$ cat src/rtl/bd_switch_pkg.sv
package bd_switch_pkg;

    typedef enum logic [2:0] {
        RX_NONE  = 3'd0,
        RX_OPEN  = 3'd1,
        RX_DONE  = 3'd2,
        RX_ERR   = 3'd3,
        RX_ABORT = 3'd4
    } rx_op_e;

    typedef struct packed {
        logic ready;
        logic partial;
    } bd_flags_t;

    typedef enum logic [1:0] {
        TX_IDLE,
        TX_SEND,
        TX_SKIP,
        TX_FREE
    } tx_act_e;

    localparam bd_flags_t BD_CLEAN = '{ready: 1'b0, partial: 1'b0};

    function automatic logic [15:0] ring_step(input logic [15:0] idx, input int unsigned depth);
        return (idx == 16'(depth - 1)) ? 16'd0 : idx + 16'd1;
    endfunction

endpackage

$ cat src/rtl/bd_desc_store.sv
module bd_desc_store
    import bd_switch_pkg::*;
#(
    parameter int DEPTH  = 8,
    parameter int CHAN_W = 4,
    parameter int IDX_W  = 3
) (
    input  logic              clk,
    input  logic              rst,
    input  logic              rx_we,
    input  logic [IDX_W-1:0]  rx_idx,
    input  bd_flags_t         rx_flags,
    input  logic              rx_chan_we,
    input  logic [CHAN_W-1:0] rx_chan,
    input  logic              tx_clr,
    input  logic [IDX_W-1:0]  tx_idx,
    output bd_flags_t         wr_flags,
    output bd_flags_t         rd_flags,
    input  logic [IDX_W-1:0]  insp_idx,
    output bd_flags_t         insp_flags,
    output logic [CHAN_W-1:0] insp_chan
);
    bd_flags_t         flags_q [DEPTH];
    logic [CHAN_W-1:0] chan_q  [DEPTH];

    always_ff @(posedge clk) begin
        for (int i = 0; i < DEPTH; i++) begin
            if (rst) begin
                flags_q[i] <= BD_CLEAN;
                chan_q[i]  <= '0;
            end else begin
                if (tx_clr && tx_idx == IDX_W'(i)) begin
                    flags_q[i] <= BD_CLEAN;
                    chan_q[i]  <= '0;
                end
                if (rx_we && rx_idx == IDX_W'(i))
                    flags_q[i] <= rx_flags;
                if (rx_chan_we && rx_idx == IDX_W'(i))
                    chan_q[i] <= rx_chan;
            end
        end
    end

    assign wr_flags   = flags_q[rx_idx];
    assign rd_flags   = flags_q[tx_idx];
    assign insp_flags = flags_q[insp_idx];
    assign insp_chan  = chan_q[insp_idx];

    // receiver and transmitter never update the same descriptor in one cycle
    assert_no_shared_write_R7: assert property (@(posedge clk) disable iff (rst)
        !(tx_clr && rx_we && tx_idx == rx_idx));

endmodule

$ cat src/rtl/bd_rx_ctrl.sv
module bd_rx_ctrl
    import bd_switch_pkg::*;
#(
    parameter int DEPTH  = 8,
    parameter int CHAN_W = 4,
    parameter int IDX_W  = 3
) (
    input  logic              clk,
    input  logic              rst,
    input  rx_op_e            rx_op,
    input  bd_flags_t         cur_flags,
    output logic [IDX_W-1:0]  wr_ptr,
    output logic              open_q,
    output logic              we,
    output bd_flags_t         wflags,
    output logic              chan_we,
    output logic              inc,
    output logic              irq_busy
);
    logic busy_now;
    logic advance;
    logic open_set;

    always_comb begin
        we       = 1'b0;
        wflags   = BD_CLEAN;
        chan_we  = 1'b0;
        inc      = 1'b0;
        busy_now = 1'b0;
        advance  = 1'b0;
        open_set = 1'b0;
        unique case (rx_op)
            RX_OPEN: begin
                if (cur_flags.partial) begin
                    busy_now = 1'b1;
                end else if (!cur_flags.ready && !open_q) begin
                    we       = 1'b1;
                    wflags   = '{ready: 1'b0, partial: 1'b1};
                    chan_we  = 1'b1;
                    open_set = 1'b1;
                end
            end
            RX_DONE: if (open_q) begin
                we      = 1'b1;
                wflags  = '{ready: 1'b1, partial: 1'b0};
                inc     = 1'b1;
                advance = 1'b1;
            end
            RX_ERR: if (open_q) begin
                we      = 1'b1;
                wflags  = '{ready: 1'b1, partial: 1'b1};
                advance = 1'b1;
            end
            RX_ABORT: if (open_q) begin
                we      = 1'b1;
                wflags  = '{ready: 1'b0, partial: 1'b1};
                advance = 1'b1;
            end
            default: ;
        endcase
    end

    always_ff @(posedge clk) begin
        if (rst) begin
            wr_ptr   <= '0;
            open_q   <= 1'b0;
            irq_busy <= 1'b0;
        end else begin
            irq_busy <= busy_now;
            if (open_set)
                open_q <= 1'b1;
            else if (advance)
                open_q <= 1'b0;
            if (advance)
                wr_ptr <= IDX_W'(ring_step(16'(wr_ptr), DEPTH));
        end
    end

    assert_busy_after_open_R6: assert property (@(posedge clk) disable iff (rst)
        irq_busy |-> $past(rx_op == RX_OPEN));

    assert_done_advances_R3: assert property (@(posedge clk) disable iff (rst)
        (rx_op == RX_DONE && open_q) |=> (wr_ptr != $past(wr_ptr) && !open_q));

endmodule

$ cat src/rtl/bd_tx_ctrl.sv
module bd_tx_ctrl
    import bd_switch_pkg::*;
#(
    parameter int DEPTH   = 8,
    parameter int IDX_W   = 3,
    parameter int RETRY_W = 4
) (
    input  logic               clk,
    input  logic               rst,
    input  logic               tx_req,
    input  logic               to_en,
    input  logic [RETRY_W-1:0] to_limit,
    input  bd_flags_t          cur_flags,
    input  logic               rx_open,
    input  logic [IDX_W-1:0]   wr_ptr,
    output logic [IDX_W-1:0]   tx_ptr,
    output logic               clr,
    output logic               dec,
    output logic               tx_valid,
    output logic               tx_skip,
    output logic               tx_free,
    output logic [IDX_W-1:0]   tx_idx
);
    logic [RETRY_W-1:0] attempts_q;
    logic [RETRY_W-1:0] eff_limit;
    logic               filling;
    logic               count_now;
    tx_act_e            act;

    assign filling   = rx_open && (wr_ptr == tx_ptr);
    assign eff_limit = (to_limit == '0) ? RETRY_W'(1) : to_limit;

    always_comb begin
        act       = TX_IDLE;
        count_now = 1'b0;
        if (tx_req) begin
            if (cur_flags.ready && !cur_flags.partial)
                act = TX_SEND;
            else if (cur_flags.ready && cur_flags.partial)
                act = TX_SKIP;
            else if (cur_flags.partial && !filling && to_en) begin
                if ({1'b0, attempts_q} + 1'b1 >= {1'b0, eff_limit})
                    act = TX_FREE;
                else
                    count_now = 1'b1;
            end
        end
    end

    assign clr = (act != TX_IDLE);
    assign dec = (act == TX_SEND);

    always_ff @(posedge clk) begin
        if (rst) begin
            tx_ptr     <= '0;
            attempts_q <= '0;
            tx_valid   <= 1'b0;
            tx_skip    <= 1'b0;
            tx_free    <= 1'b0;
            tx_idx     <= '0;
        end else begin
            tx_valid <= (act == TX_SEND);
            tx_skip  <= (act == TX_SKIP);
            tx_free  <= (act == TX_FREE);
            tx_idx   <= tx_ptr;
            if (clr) begin
                tx_ptr     <= IDX_W'(ring_step(16'(tx_ptr), DEPTH));
                attempts_q <= '0;
            end else if (count_now) begin
                attempts_q <= attempts_q + 1'b1;
            end
        end
    end

    assert_single_outcome_R8: assert property (@(posedge clk) disable iff (rst)
        $onehot0({tx_valid, tx_skip, tx_free}));

    assert_free_needs_enable_R10: assert property (@(posedge clk) disable iff (rst)
        tx_free |-> $past(to_en && tx_req));

endmodule

$ cat src/rtl/bd_occ_counter.sv
module bd_occ_counter #(
    parameter int MAXV  = 8,
    parameter int OCC_W = 4
) (
    input  logic             clk,
    input  logic             rst,
    input  logic             inc,
    input  logic             dec,
    output logic [OCC_W-1:0] count_q
);
    always_ff @(posedge clk) begin
        if (rst)
            count_q <= '0;
        else if (inc && !dec && count_q != OCC_W'(MAXV))
            count_q <= count_q + 1'b1;
        else if (dec && !inc && count_q != '0)
            count_q <= count_q - 1'b1;
    end

    assert_occ_moves_on_event_R12: assert property (@(posedge clk) disable iff (rst)
        (count_q != $past(count_q)) |-> $past(inc != dec));

    assert_occ_step_R3: assert property (@(posedge clk) disable iff (rst)
        $past(inc && !dec && count_q != OCC_W'(MAXV)) |-> count_q == $past(count_q) + 1'b1);

endmodule

$ cat src/rtl/bd_switch_ring.sv
module bd_switch_ring
    import bd_switch_pkg::*;
#(
    parameter int DEPTH   = 8,
    parameter int CHAN_W  = 4,
    parameter int RETRY_W = 4,
    localparam int IDX_W  = (DEPTH > 1) ? $clog2(DEPTH) : 1,
    localparam int OCC_W  = $clog2(DEPTH + 1)
) (
    input  logic               clk,
    input  logic               rst,
    input  logic [2:0]         rx_op,
    input  logic [CHAN_W-1:0]  rx_chan,
    input  logic               tx_req,
    input  logic               to_en,
    input  logic [RETRY_W-1:0] to_limit,
    output logic               tx_valid,
    output logic               tx_skip,
    output logic               tx_free,
    output logic [IDX_W-1:0]   tx_idx,
    output logic               irq_busy,
    output logic [OCC_W-1:0]   occ_count,
    input  logic [IDX_W-1:0]   insp_idx,
    output logic               insp_ready,
    output logic               insp_partial,
    output logic [CHAN_W-1:0]  insp_chan
);
    rx_op_e           op;
    logic [IDX_W-1:0] wr_ptr, tx_ptr;
    logic             rx_open, rx_we, rx_chan_we, occ_inc;
    logic             tx_clr, occ_dec;
    bd_flags_t        rx_wflags, wr_flags, rd_flags, insp_flags;

    assign op = rx_op_e'(rx_op);

    bd_rx_ctrl #(.DEPTH(DEPTH), .CHAN_W(CHAN_W), .IDX_W(IDX_W)) u_rx (
        .clk(clk), .rst(rst), .rx_op(op), .cur_flags(wr_flags),
        .wr_ptr(wr_ptr), .open_q(rx_open), .we(rx_we), .wflags(rx_wflags),
        .chan_we(rx_chan_we), .inc(occ_inc), .irq_busy(irq_busy));

    bd_tx_ctrl #(.DEPTH(DEPTH), .IDX_W(IDX_W), .RETRY_W(RETRY_W)) u_tx (
        .clk(clk), .rst(rst), .tx_req(tx_req), .to_en(to_en), .to_limit(to_limit),
        .cur_flags(rd_flags), .rx_open(rx_open), .wr_ptr(wr_ptr), .tx_ptr(tx_ptr),
        .clr(tx_clr), .dec(occ_dec), .tx_valid(tx_valid), .tx_skip(tx_skip),
        .tx_free(tx_free), .tx_idx(tx_idx));

    bd_desc_store #(.DEPTH(DEPTH), .CHAN_W(CHAN_W), .IDX_W(IDX_W)) u_store (
        .clk(clk), .rst(rst), .rx_we(rx_we), .rx_idx(wr_ptr), .rx_flags(rx_wflags),
        .rx_chan_we(rx_chan_we), .rx_chan(rx_chan), .tx_clr(tx_clr), .tx_idx(tx_ptr),
        .wr_flags(wr_flags), .rd_flags(rd_flags), .insp_idx(insp_idx),
        .insp_flags(insp_flags), .insp_chan(insp_chan));

    bd_occ_counter #(.MAXV(DEPTH), .OCC_W(OCC_W)) u_occ (
        .clk(clk), .rst(rst), .inc(occ_inc), .dec(occ_dec), .count_q(occ_count));

    assign insp_ready   = insp_flags.ready;
    assign insp_partial = insp_flags.partial;

    assert_busy_leaves_count_R6: assert property (@(posedge clk) disable iff (rst)
        irq_busy |-> occ_count == $past(occ_count) || $past(occ_dec));

endmodule

$ cat config.mk
export PLATFORM = sky130hd
export DESIGN_NAME = bd_switch_ring
export DESIGN_NICKNAME = d
export VERILOG_FILES = /design/src/rtl/bd_switch_pkg.sv /design/src/rtl/bd_desc_store.sv /design/src/rtl/bd_rx_ctrl.sv /design/src/rtl/bd_tx_ctrl.sv /design/src/rtl/bd_occ_counter.sv /design/src/rtl/bd_switch_ring.sv
export SDC_FILE = /design/constraint.sdc
export NUM_CORES = 1
export LEC_CHECK = 0
export ABC_AREA = 1
export BUFFER_PORTS_ARGS = -buffer_cell sky130_fd_sc_hd__buf_2
export CORE_MARGIN = 2
export CORE_UTILIZATION = 45
export CTS_CLUSTER_DIAMETER = 80
export DETAILED_ROUTE_END_ITERATION = 6
export HOLD_SLACK_MARGIN = 0.12
export PLACE_DENSITY = 0.68
export SYNTH_ARGS = -nofsm -noshare
export SYNTH_HDL_FRONTEND = slang
export SYNTH_SLANG_ARGS = --single-unit
export TNS_END_PERCENT = 50
$ cat constraint.sdc
create_clock -name clk -period 2.6 [get_ports clk]
set_clock_uncertainty 0.2 [all_clocks]
set_input_delay 0.13 -clock clk [delete_from_list [all_inputs] [get_ports clk]]
set_output_delay 0.13 -clock clk [all_outputs]
set_load 0.03 [all_outputs]
==> flow_metrics.tcl <==
set metrics [dict create \
    outcome "complete, no violations" \
    yosysSeqAreaShare_pct 47.9 \
    drive_gt1_share_pct 17.7 \
    relSlewSlack_pct 62.7 \
    clkTransAtPathRegs_ps 80 \
    synth_top_area_cell "edfxtp_1" \
    final_cell_count_no_fill 664 \
    core_region_area_mm2 0.00911 \
    cts.sinks 76 \
    io_buffer_count 34 \
    power_density_mw_per_mm2 709 \
    firstDrtPassIters 5 \
    setup_viol 0 \
    nets 586 \
    cts_htree_levels 3 \
    die_width_um 100 \
    required_ps 2450 \
    synth-edff-count 48 \
    antenna_found_initial 0 \
    worstHoldPathCells 6 \
    timing.fmax_mhz 418 \
    min_period_ps 2390 \
    io_pins 35 \
    viasPerCell 5.35 \
    async_reset_ff_share_pct 0 \
    gr-total-overflow 0 \
    fin_tns_setup_ps 0 \
    power.leakage_uw 0.00208 \
    drtIter0Drc 284 \
    route.detailed.drc 0 \
    finalPower_uw 3430 \
    max_stage_delay_ps 390 \
    grt_usage_pct 20.8 \
    n_antenna_cell 0 \
    tightest_slew_ps 559 \
    ir_drop_mv 0.421 \
    clockRootBuffer "clkbuf_8" \
    postPlaceCellArea_mm2 0.00446 \
    wire_per_inst_um 14.9 \
    vias 3550 \
    cts_max_path_buffers 2 \
    stdcell_area_mm2 0.00484 \
    cts_buffers 9 \
    syn_area_mm2 0.00418 \
    worstPathMaxFanout 8 \
    synthToLayoutAreaGrowth_pct 15.9 \
    synth-seq-cells 76 \
    grt_max_degree 28 \
    rows 35 \
    crit_top_cell "nand2_1" \
    routed_wl_mm 9.88 \
    ys_top_cells_by_count "nor2_1, nand2_1, inv_1" \
    netlist_instances 500 \
    crit_slowest_cell "dfxtp_1" \
    grt_pass1_vias 3451 \
    cap_violations 0 \
    gp_congestion 0.850 \
    arrival_ps 2250 \
    maxSlewViolCount 0 \
    synthFlopType "edfxtp_1" \
    fin_util_pct 53.2 \
    hold_class "in2reg" \
    ant_nets 0 \
    r2r_cells 14 \
    ys_warn_count 0 \
    synth_cell_type_count 44 \
    grt_pass1_wl_mm 16.4 \
    start_util_pct 45.9 \
    avgSynthCellArea_um2 8.36 \
    cts_tree "done" \
    hpwlAfterDp_mm 7.40 \
    clock_latency_ps 350 \
    period_share_pct 92.1 \
    ys_top_cells_by_area "edfxtp_1, dfxtp_1, nor2_1" \
    hold_viol 0 \
    netlist.area_leader.share_pct 34.5 \
    worstPathCellList "ha_4, ha_1, inv_1, o21bai_1, nand2_1, nand2_1, nand2_1, nand2_1, nand2_2, nand2_4, nand2_8, inv_4, nand2_1, nand3_2" \
    die_y_um 100 \
    path_class "reg2reg" \
    synth_fp_nets 538 \
    dpl.cell_count 636 \
    synth_most_common_cell "nor2_1" \
    end_kind "register" \
    worstSetupStartpointType "register" \
    die_area_mm2 0.0101 \
]
==> final timing paths <==
check / to / from / slack (ps)
setup / recovery: u_store.chan_q[7][1] / u_tx.attempts_q[1] / 210
hold / removal: u_tx.attempts_q[0] / to_en / 180
hold reg to reg: u_tx.attempts_q[3] / u_tx.attempts_q[3] / 320
setup reg to reg: u_store.chan_q[7][1] / u_tx.attempts_q[1] / 210
==> state kept, by name, indices dropped and copies added (netlist names), 3 cells and up, named ones only <==
signal           flops
u_store.chan_q      32
u_tx.tx_idx          3
u_rx.wr_ptr          3
u_tx.tx_ptr          3
u_occ.count_q        4
u_store.flags_q     16
u_tx.attempts_q      4
==> power by group <==
group          internal [µW]  leakage (µW)  switching (µW)
combinational            323       0.00126             681
sequential              1410      0.000726             114
clock                    447     0.0000997             454
==> layout make-up <==
| type | count | area [µm²] |
|---|---|---|
| Timing Repair Buffer | 52 | 333 |
| Clock inverter | 7 | 75.1 |
| Clock buffer | 9 | 124 |
| Sequential cell | 76 | 2010 |
| Multi-Input combinational cell | 346 | 1920 |
| Tap cell | 111 | 139 |
| Inverter | 63 | 244 |
| Fill cell | 845 | 4270 |
==> critical path, delay by kind of cell, from the launching register on <==
family | cells | cell delay [ps]
adders and majority gates | 2 | 490
and+or+nand+nor | 9 | 780
buffers and inverters | 2 | 120
DFF | 1 | 390
AOI/OAI and AO/OA | 1 | 120
==> layer usage <==
metal / track usage, % / share of wire [%] / up-vias
met4: 7.90 / 1.9 / 0
met5: 0 / 0 / -
met1: 27.8 / 44 / 1645
met2: 33.2 / 47 / 124
met3: 4.60 / 6.7 / 16
li1: - / - / 1765
==> timing repair <==
action                     CTS  global route
setup endpoints to repair    0            25
hold buffers                11             0
hold endpoints to repair    56             0
buffers inserted             0             1
gates resized for setup      0            14
==> cell families (layout without fill, tap and decap cells) <==
family	Yosys count	in the layout	share of synthesized area, %
compound gates	86	86	11.9
xor+xnor	4	4	0.839
fa+ha+maj	20	20	6.17
buf+inv	78	131	7.40
flops	76	76	47.9
simple gates	236	236	25.8
==> stage by stage <==
stage,worst slack (ps),hold slack (ps)
finish,207,178
global placement,93.8,271
CTS,53.9,172
global route,-3.26,206
detailed placement,53.3,260
floorplan,306,107
==> cells in the final DEF (no fill, tap or decap), drive strengths merged <==
master	count
nand3	38
nor3	7
clkinvlp	1
o21a	1
edfxtp	48
xnor2	1
nor2	100
a21boi	1
a31oi	8
a31o	2
o21bai	3
dlygate4sd3	11
nand3b	1
ha	19
bufinv	1
clkinv	4
inv	64
a211oi	2
nand2b	2
o22ai	4
buf	41
dfxtp	28
o21ai	37
clkbuf	9
fa	1
or2	2
a221oi	2
nand4	9
xor2	3
nand2	77
a21oi	26
Power figures use the tool's default switching activity.
